File: src/rtl/dbt_pkg.sv
package dbt_pkg;

  localparam int TIME_W = 32;
  typedef logic [TIME_W-1:0] time_t;

  // True when the counter value now is at or past the cycle due (wrap safe).
  function automatic logic reached(input time_t now, input time_t due);
    time_t diff;
    diff = now - due;
    return ~diff[TIME_W-1];
  endfunction

  // The later of two cycle stamps (wrap safe).
  function automatic time_t later_of(input time_t a, input time_t b);
    time_t diff;
    diff = b - a;
    return (diff[TIME_W-1] || (diff == '0)) ? a : b;
  endfunction

  // Completion cycle of an access accepted at now.
  function automatic time_t access_due(input time_t now, input time_t busy,
                                       input logic hit, input time_t hit_lat,
                                       input time_t miss_lat);
    return hit ? (now + hit_lat) : (later_of(now, busy) + miss_lat);
  endfunction

endpackage

File: src/rtl/dbt_bank_table.sv
module dbt_bank_table
  import dbt_pkg::*;
#(
  parameter int unsigned BANK_W   = 3,
  parameter int unsigned ROW_W    = 14,
  parameter int unsigned HIT_LAT  = 19,
  parameter int unsigned MISS_LAT = 49
) (
  input  logic              clk,
  input  logic              rst_n,
  input  logic              acc,
  input  logic [BANK_W-1:0] bank_sel,
  input  logic [ROW_W-1:0]  row_sel,
  input  time_t             now,
  output logic              row_hit,
  output time_t             due
);

  localparam int unsigned NBANK = 1 << BANK_W;

  logic [NBANK-1:0] open_v;
  logic [ROW_W-1:0] open_row [NBANK];
  time_t            busy     [NBANK];

  assign row_hit = open_v[bank_sel] && (open_row[bank_sel] == row_sel);
  assign due     = access_due(now, busy[bank_sel], row_hit,
                              time_t'(HIT_LAT), time_t'(MISS_LAT));

  always_ff @(posedge clk) begin
    if (!rst_n) begin
      open_v <= '0;
      for (int b = 0; b < NBANK; b++) begin
        open_row[b] <= '0;
        busy[b]     <= '0;
      end
    end else if (acc) begin
      for (int b = 0; b < NBANK; b++) begin
        if (bank_sel == BANK_W'(b)) begin
          open_v[b]   <= 1'b1;
          open_row[b] <= row_sel;
          busy[b]     <= due;
        end
      end
    end
  end

  AST_MISS_WAIT: assert property (@(posedge clk) disable iff (!rst_n)
    (acc && !row_hit) |-> ((due - now) >= time_t'(MISS_LAT)));

  AST_HIT_NO_WAIT: assert property (@(posedge clk) disable iff (!rst_n)
    (acc && row_hit) |-> ((due - now) < time_t'(MISS_LAT)));

endmodule

File: src/rtl/dbt_pending_queue.sv
module dbt_pending_queue
  import dbt_pkg::*;
#(
  parameter int unsigned DEPTH  = 8,
  parameter int unsigned ADDR_W = 32,
  parameter int unsigned TAG_W  = 4
) (
  input  logic              clk,
  input  logic              rst_n,
  input  time_t             now,
  input  logic              push,
  input  logic [ADDR_W-1:0] push_addr,
  input  logic [TAG_W-1:0]  push_tag,
  input  logic              push_hit,
  input  time_t             push_due,
  output logic              full,
  output logic              pop_valid,
  output logic [ADDR_W-1:0] pop_addr,
  output logic [TAG_W-1:0]  pop_tag,
  output logic              pop_hit
);

  localparam int unsigned CNT_W = $clog2(DEPTH + 1);
  localparam int unsigned IDX_W = (DEPTH > 1) ? $clog2(DEPTH) : 1;

  typedef struct packed {
    logic [ADDR_W-1:0] addr;
    logic [TAG_W-1:0]  tag;
    logic              hit;
    time_t             due;
  } ent_t;

  // Slot 0 holds the oldest entry; slots are kept compact.
  ent_t             slot_q [DEPTH];
  ent_t             slot_d [DEPTH];
  logic [CNT_W-1:0] count_q;
  logic [CNT_W-1:0] count_d;
  logic [CNT_W-1:0] tail;
  logic [DEPTH-1:0] ripe;
  logic [IDX_W-1:0] pick;

  for (genvar i = 0; i < DEPTH; i++) begin : g_ripe
    assign ripe[i] = (CNT_W'(i) < count_q) && reached(now, slot_q[i].due);
  end

  always_comb begin
    pick = '0;
    for (int i = DEPTH - 1; i >= 0; i--) begin
      if (ripe[i]) pick = IDX_W'(i);
    end
  end

  assign pop_valid = |ripe;
  assign pop_addr  = slot_q[pick].addr;
  assign pop_tag   = slot_q[pick].tag;
  assign pop_hit   = slot_q[pick].hit;
  assign full      = (count_q == CNT_W'(DEPTH));
  assign tail      = count_q - CNT_W'(pop_valid);

  always_comb begin
    for (int i = 0; i < DEPTH; i++) slot_d[i] = slot_q[i];
    if (pop_valid) begin
      for (int i = 0; i < DEPTH - 1; i++) begin
        if (IDX_W'(i) >= pick) slot_d[i] = slot_q[i + 1];
      end
    end
    if (push) begin
      slot_d[tail[IDX_W-1:0]] = '{addr: push_addr, tag: push_tag,
                                  hit: push_hit, due: push_due};
    end
    count_d = count_q + CNT_W'(push) - CNT_W'(pop_valid);
  end

  always_ff @(posedge clk) begin
    if (!rst_n) begin
      count_q <= '0;
      for (int i = 0; i < DEPTH; i++) slot_q[i] <= '0;
    end else begin
      count_q <= count_d;
      for (int i = 0; i < DEPTH; i++) slot_q[i] <= slot_d[i];
    end
  end

  AST_NO_OVERFLOW: assert property (@(posedge clk) disable iff (!rst_n)
    push |-> (count_q < CNT_W'(DEPTH)));

  AST_COUNT_STEP: assert property (@(posedge clk) disable iff (!rst_n)
    1'b1 |=> ((count_q == $past(count_q)) ||
              (count_q == $past(count_q) + 1'b1) ||
              (count_q + 1'b1 == $past(count_q))));

endmodule

File: src/rtl/dbt_perf_counters.sv
module dbt_perf_counters #(
  parameter int unsigned CNT_W = 16
) (
  input  logic             clk,
  input  logic             rst_n,
  input  logic             acc,
  input  logic             hit,
  output logic [CNT_W-1:0] hit_count,
  output logic [CNT_W-1:0] miss_count
);

  always_ff @(posedge clk) begin
    if (!rst_n) begin
      hit_count  <= '0;
      miss_count <= '0;
    end else if (acc) begin
      if (hit) hit_count  <= hit_count + 1'b1;
      else     miss_count <= miss_count + 1'b1;
    end
  end

  AST_ONE_COUNTER: assert property (@(posedge clk) disable iff (!rst_n)
    acc |=> ((hit_count != $past(hit_count)) ^ (miss_count != $past(miss_count))));

  AST_IDLE_COUNTERS: assert property (@(posedge clk) disable iff (!rst_n)
    !acc |=> ($stable(hit_count) && $stable(miss_count)));

endmodule

File: src/rtl/dram_bank_timer.sv
module dram_bank_timer
  import dbt_pkg::*;
#(
  parameter int unsigned ADDR_W   = 32,
  parameter int unsigned TAG_W    = 4,
  parameter int unsigned BANK_LSB = 10,
  parameter int unsigned BANK_W   = 3,
  parameter int unsigned ROW_LSB  = 13,
  parameter int unsigned ROW_W    = 14,
  parameter int unsigned T_CAS    = 15,
  parameter int unsigned T_BURST  = 4,
  parameter int unsigned T_RP     = 15,
  parameter int unsigned T_RCD    = 15,
  parameter int unsigned DEPTH    = 8,
  parameter int unsigned CNT_W    = 16,
  parameter logic [ADDR_W-1:0] FILL_MASK = 32'h5A5A_5A5A
) (
  input  logic              clk,
  input  logic              rst_n,
  input  logic              req_valid,
  output logic              req_ready,
  input  logic [ADDR_W-1:0] req_addr,
  input  logic [TAG_W-1:0]  req_tag,
  output logic              rsp_valid,
  output logic [ADDR_W-1:0] rsp_addr,
  output logic [TAG_W-1:0]  rsp_tag,
  output logic [ADDR_W-1:0] rsp_data,
  output logic              rsp_row_hit,
  output logic [CNT_W-1:0]  hit_count,
  output logic [CNT_W-1:0]  miss_count
);

  localparam int unsigned HIT_LAT  = T_CAS + T_BURST;
  localparam int unsigned MISS_LAT = T_RP + T_RCD + HIT_LAT;

  time_t             now_q;
  logic              accept;
  logic              q_full;
  logic              row_hit;
  time_t             due;
  logic [BANK_W-1:0] bank_sel;
  logic [ROW_W-1:0]  row_sel;

  always_ff @(posedge clk) begin
    if (!rst_n) now_q <= '0;
    else        now_q <= now_q + 1'b1;
  end

  assign bank_sel  = req_addr[BANK_LSB +: BANK_W];
  assign row_sel   = req_addr[ROW_LSB +: ROW_W];
  assign req_ready = !q_full;
  assign accept    = req_valid && req_ready;
  assign rsp_data  = rsp_addr ^ FILL_MASK;

  dbt_bank_table #(
    .BANK_W(BANK_W), .ROW_W(ROW_W), .HIT_LAT(HIT_LAT), .MISS_LAT(MISS_LAT)
  ) u_banks (
    .clk(clk), .rst_n(rst_n), .acc(accept), .bank_sel(bank_sel),
    .row_sel(row_sel), .now(now_q), .row_hit(row_hit), .due(due)
  );

  dbt_pending_queue #(
    .DEPTH(DEPTH), .ADDR_W(ADDR_W), .TAG_W(TAG_W)
  ) u_queue (
    .clk(clk), .rst_n(rst_n), .now(now_q), .push(accept),
    .push_addr(req_addr), .push_tag(req_tag), .push_hit(row_hit),
    .push_due(due), .full(q_full), .pop_valid(rsp_valid),
    .pop_addr(rsp_addr), .pop_tag(rsp_tag), .pop_hit(rsp_row_hit)
  );

  dbt_perf_counters #(
    .CNT_W(CNT_W)
  ) u_counts (
    .clk(clk), .rst_n(rst_n), .acc(accept), .hit(row_hit),
    .hit_count(hit_count), .miss_count(miss_count)
  );

  AST_RESET_IDLE: assert property (@(posedge clk)
    !rst_n |=> (!rsp_valid && req_ready));

endmodule

File: config.mk
export PLATFORM = sky130hd
export DESIGN_NAME = dram_bank_timer
export DESIGN_NICKNAME = d
export VERILOG_FILES = /design/src/rtl/dbt_pkg.sv /design/src/rtl/dbt_bank_table.sv /design/src/rtl/dbt_pending_queue.sv /design/src/rtl/dbt_perf_counters.sv /design/src/rtl/dram_bank_timer.sv
export SDC_FILE = /design/constraint.sdc
export NUM_CORES = 2
export LEC_CHECK = 0
export ABC_AREA = 1
export ABC_CLOCK_PERIOD_IN_PS = 5820
export BUFFER_PORTS_ARGS = -buffer_cell sky130_fd_sc_hd__buf_2
export CAP_MARGIN = 30
export CORE_ASPECT_RATIO = 0.8
export CORE_MARGIN = 5
export CORE_UTILIZATION = 60
export DETAILED_ROUTE_END_ITERATION = 16
export PLACE_DENSITY = 0.77
export SLEW_MARGIN = 20
export SYNTH_ARGS = -nofsm -noshare
export SYNTH_HDL_FRONTEND = slang
export SYNTH_SLANG_ARGS = --single-unit
File: constraint.sdc
create_clock -name clk -period 5.82 [get_ports clk]
set_clock_uncertainty 0.15 [all_clocks]
set_input_delay 0.291 -clock clk [delete_from_list [all_inputs] [get_ports clk]]
set_output_delay 0.291 -clock clk [all_outputs]
set_load 0.05 [all_outputs]
==> summary.md <==
| Metric | Value |
|---|---|
| Status | `complete, no violations` |
| Total area of multi-input combinational cells | `about 27000 sq um` |
| Die X | `352.5 um` |
| Area after DPL | `between 60000 and 70000 sq um` |
| Number of clock sinks seen by CTS | `996` |
| Core area | `about 93000 sq um` |
| Number of vias after detailed routing | `between 50000 and 60000` |
| CTS root buffer | `sky130_fd_sc_hd__clkbuf_16` |
| H-tree levels | `3` |
| Power Dens Cells | `~550 nW/um^2` |
| Largest net degree at the start of global routing | `between 150 and 200` |
| Slowest cell on the critical path | `sky130_fd_sc_hd__nor2_1` |
| Combinational Power Share | `0.576` |
| Int Power | `between 0.015 and 0.02 W` |
| Startpoint type of the worst setup path | `flop` |
| Inserted Clock Buffers | `98` |
| Worst slack, placed | `-697.6 ps` |
| Initial antenna violation count | `10` |
| Number of nets produced by synthesis | `7873` |
| Number of enable flip-flop cells after synthesis | `about 370` |
| Count of warnings emitted by yosys | `0` |
| Final Setup Violations | `0` |
| Final wirelength | `about 220 mm` |
| Clock insertion delay at the later pin of the skew report | `710 ps` |
| Filler instances | `7615` |
| Portion of the post-synthesis area used by sequential elements | `0.4195` |
| Data required time at the worst endpoint | `5380 ps` |
| Routability congestion estimate from global placement | `1.024` |
| Avg Synthesized Cell Area | `about 7.5 sq um` |
| Setup ws final | `approximately 140 ps` |
| Synth unique cells | `between 60 and 70` |
| Via/cell ratio | `6.206` |
| Power share of the sequential group | `0.236` |
| Post-route ant nets | `0` |
| CTS tree | `built` |
| Ys async rst share | `0` |
| Vertical die dimension | `284 um` |
| Count of nets after finishing | `8216` |
| Post-layout instance area | `roughly 65000 sq um` |
| Clk slew on worst S/H paths | `60 ps` |
| Count of boundary I/O pins | `about 140` |
| Max Slew Vio Count | `0` |
| Combined area of all synthesized cells | `approximately 56000 sq um` |
| Flip-flop cell with the highest count after synthesis | `sky130_fd_sc_hd__dfxtp_1` |
| Static leakage | `slightly below 30 nW` |
| Net switching fraction of the power | `0.5203` |
| Number of design rule violations left after detail routing | `0` |
| Maximum clock frequency | `0.1760 GHz` |
| Endpoint class of the critical path | `output port` |
| Worst min-delay path class | `in -> reg` |
| Smallest hold slack | `slightly above 50 ps` |
| Max VDD drop | `approximately 1.2 mV` |
| Min Clock Period, post-route | `5681 ps` |
| Number of DRC markers after the initial detailed-route iteration | `between 8000 and 9000` |
| Wire per inst | `about 24 um` |
| Max-cap violations | `0` |
| Number of global-route vias before repair | `between 50000 and 60000` |
| Final count of hold timing violations | `0` |
| Crit path cell chain | `buf_4 -> ha_1 -> a21oi_1 -> o21ai_0 -> o2111ai_1 -> nand3_1 -> nand3_1 -> nand2_1 -> nand2_1 -> nand3_1 -> o21ai_0 -> nor2_2 -> buf_4 -> nor2_4 -> nor2_1 -> o21ai_0 -> inv_1 -> o21ai_0 -> nand3_1 -> buf_2` |
| Type of the worst setup path | `reg -> out` |
| Iteration count of the initial detailed-routing pass | `9` |
| Number of synthesized register bits | `about 1000` |
| Arrival time at the worst endpoint | `between 5000 and 6000 ps` |
| Port Buffers | `about 140` |
| Initial core utilization | `0.6049` |
| Synthesized netlist cell count | `about 7500` |
| Maximum number of buffers from clock root to sink | `3` |
| Setup repair after global routing missed its margin | `yes` |
| Die Area | `approximately 100000 sq um` |
| Actual slew at the worst max-slew pin | `approximately 1300 ps` |
| Post-DP HPWL | `about 150 mm` |
| Share of post-route cells with drive strength above 1 | `0.1266` |
| GRT Residual Overflow | `0` |
| Worst max-slew margin expressed relative to the limit | `0.1538` |
| Part of the cycle the worst path needs | `0.9762` |
| Layout overhead on the synthesized area | `16.04%` |
| Crit. Startpoint | `now_q[4]$_SDFF_PN0_` |
| Total GRT Usage | `0.4204` |
| First-pass GRT wire length | `325.4 mm` |
| Clock network fraction of design power | `0.189` |
| Placement Rows | `100` |
| Largest stage delay on the critical path | `around 530 ps` |
| Worst hold start | `req_addr[10]` |
| Beginning of the worst register-to-register path | `now_q[4]$_SDFF_PN0_` |
| Switching Power | `between 0.015 and 0.02 W` |
| FF/Latch Area | `23630 sq um` |
| Max FO, Critical Path | `18` |
## critical path: cells and delay by family, from the launching register on
| family | cells | cell delay [ps] |
|---|---|---|
| AOI/OAI and AO/OA | 6 | 1160 |
| adders and majority gates | 1 | 340 |
| buffers and inverters | 4 | 950 |
| DFF | 1 | 300 |
| and+or+nand+nor | 9 | 1770 |
## cell type report
class                      instances  area share
tap                             1224     0.02344
antenna                            5   0.0001915
clock buffer                     134     0.04303
clock inverter                    51    0.009211
inverter                        1061     0.06124
multi-input combinational       5056      0.4160
timing repair buffer             678     0.08516
sequential                       996      0.3617
## logic make-up after synthesis
| group | after synthesis | synth area share |
|---|---|---|
| and+or+nand+nor | 2603 | 0.1921 |
| buffers and inverters | 1497 | 0.1030 |
| DFF | 996 | 0.4195 |
| muxes | 4 | 0.0007111 |
| adders and majority gates | 286 | 0.06382 |
| AOI/OAI and AO/OA | 2106 | 0.2118 |
| xor gates and xnor gates | 56 | 0.008977 |
## layout by cell type (no fill, tap or decap), types with 60 or more instances in the layout
cell type,synthesis,layout
sky130_fd_sc_hd__nor3_1,72,70
sky130_fd_sc_hd__clkbuf_16,0,101
sky130_fd_sc_hd__edfxtp_1,368,368
sky130_fd_sc_hd__dfxtp_1,628,621
sky130_fd_sc_hd__nand2_1,1394,1375
sky130_fd_sc_hd__o211ai_1,158,158
sky130_fd_sc_hd__buf_2,49,139
sky130_fd_sc_hd__a22oi_1,163,163
sky130_fd_sc_hd__inv_1,1013,1008
sky130_fd_sc_hd__a21oi_1,767,765
sky130_fd_sc_hd__nand3_1,275,272
sky130_fd_sc_hd__o21ai_0,741,736
sky130_fd_sc_hd__buf_4,22,444
sky130_fd_sc_hd__ha_1,284,283
sky130_fd_sc_hd__nor2_1,671,654
sky130_fd_sc_hd__nand2_2,50,60
## stage by stage
stage,utilization,cells,total power [W],setup TNS [ps]
final,0.7019,9205,0.03591,0
after global routing,0.7018,9201,0.03740,-42.65
after CTS,0.6996,9197,0.03503,0
after detailed placement,0.6592,8978,0.02825,-82270
after global placement,0.6590,8977,0.02791,-66300
after floorplan,-,7548,0.02143,0
## final timing paths
| check | to | slack (ps) | cells after the start |
|---|---|---|---|
| worst min-delay path | flop | 50 | 4 |
| worst max-delay path | rsp_addr[30] | 140 | 20 |
| worst min register to register | u_queue.slot_q[2][53]$_SDFF_PN0_ | 310 | 2 |
| worst max register to register | u_queue.slot_q[1][68]$_SDFF_PN0_ | 270 | 26 |
## sequential cells by signal, summed over array words and instances (netlist names), named ones only
| signal | count |
|---|---|
| u_queue.count_q | 4 |
| u_counts.miss_count | 16 |
| now_q | 32 |
| u_queue.slot_q | 483 |
| u_banks.busy | 256 |
| u_banks.open_v | 8 |
| u_banks.open_row | 112 |
| u_counts.hit_count | 16 |
## per-layer routing
metal / routed length [um] / GRT usage / part of all wire
met1: 85690 / 0.5841 / 0.39
met2: 87960 / 0.5969 / 0.40
met3: 33810 / 0.1414 / 0.15
met4: 11220 / 0.1828 / 0.051
met5: 84 / 0 / 0.00038
## power groups by stage
| stage | Sequential [W] | Combinational [W] | Clock (W) |
|---|---|---|---|
| 5_1_grt | 0.00851 | 0.0218 | 0.00707 |
| 3_3_place_gp | 0.00856 | 0.0193 | 0 |
| 6_report | 0.00846 | 0.0207 | 0.00678 |
| 4_1_cts | 0.00844 | 0.0198 | 0.00677 |
| 3_5_place_dp | 0.00858 | 0.0197 | 0 |
| 2_1_floorplan | 0.00849 | 0.0129 | 0 |
## synthesized netlist by cell type (all sizes together) (8+ instances only)
| cell | count | area [sq um] |
|---|---|---|
| a211oi | 20 | 150.1 |
| nand3b | 16 | 120.1 |
| nand3 | 280 | 1434 |
| ha | 284 | 3553 |
| o211ai | 158 | 1186 |
| o21ai | 796 | 3991 |
| or2 | 9 | 56.31 |
| dfxtp | 628 | 12570 |
| nand2 | 1448 | 5590 |
| clkbuf | 334 | 1254 |
| o221ai | 26 | 227.7 |
| o21bai | 30 | 225.2 |
| a22oi | 163 | 1224 |
| clkinv | 8 | 30.03 |
| nor2 | 690 | 2673 |
| o22ai | 38 | 244.0 |
| inv | 1053 | 3955 |
| nor4 | 13 | 87.58 |
| xor2 | 47 | 426.7 |
| xnor2 | 9 | 78.83 |
| nor3 | 75 | 390.4 |
| a221oi | 35 | 306.5 |
| a21oi | 769 | 3856 |
| o21a | 13 | 97.59 |
| buf | 102 | 560.5 |
| a31oi | 34 | 212.7 |
| edfxtp | 368 | 11050 |
| nand4 | 51 | 319.1 |
## what timing repair did
| action | CTS | global route |
|---|---|---|
| setup endpoints to repair | 43 | 503 |
| gates cloned | 0 | 1 |
| pin swaps | 0 | 4 |
| hold buffers | 34 | 0 |
| hold endpoints to repair | 264 | 0 |
| resized for setup | 5 | 50 |
| setup buffers | 0 | 1 |
(Power assumes the default switching activity.)
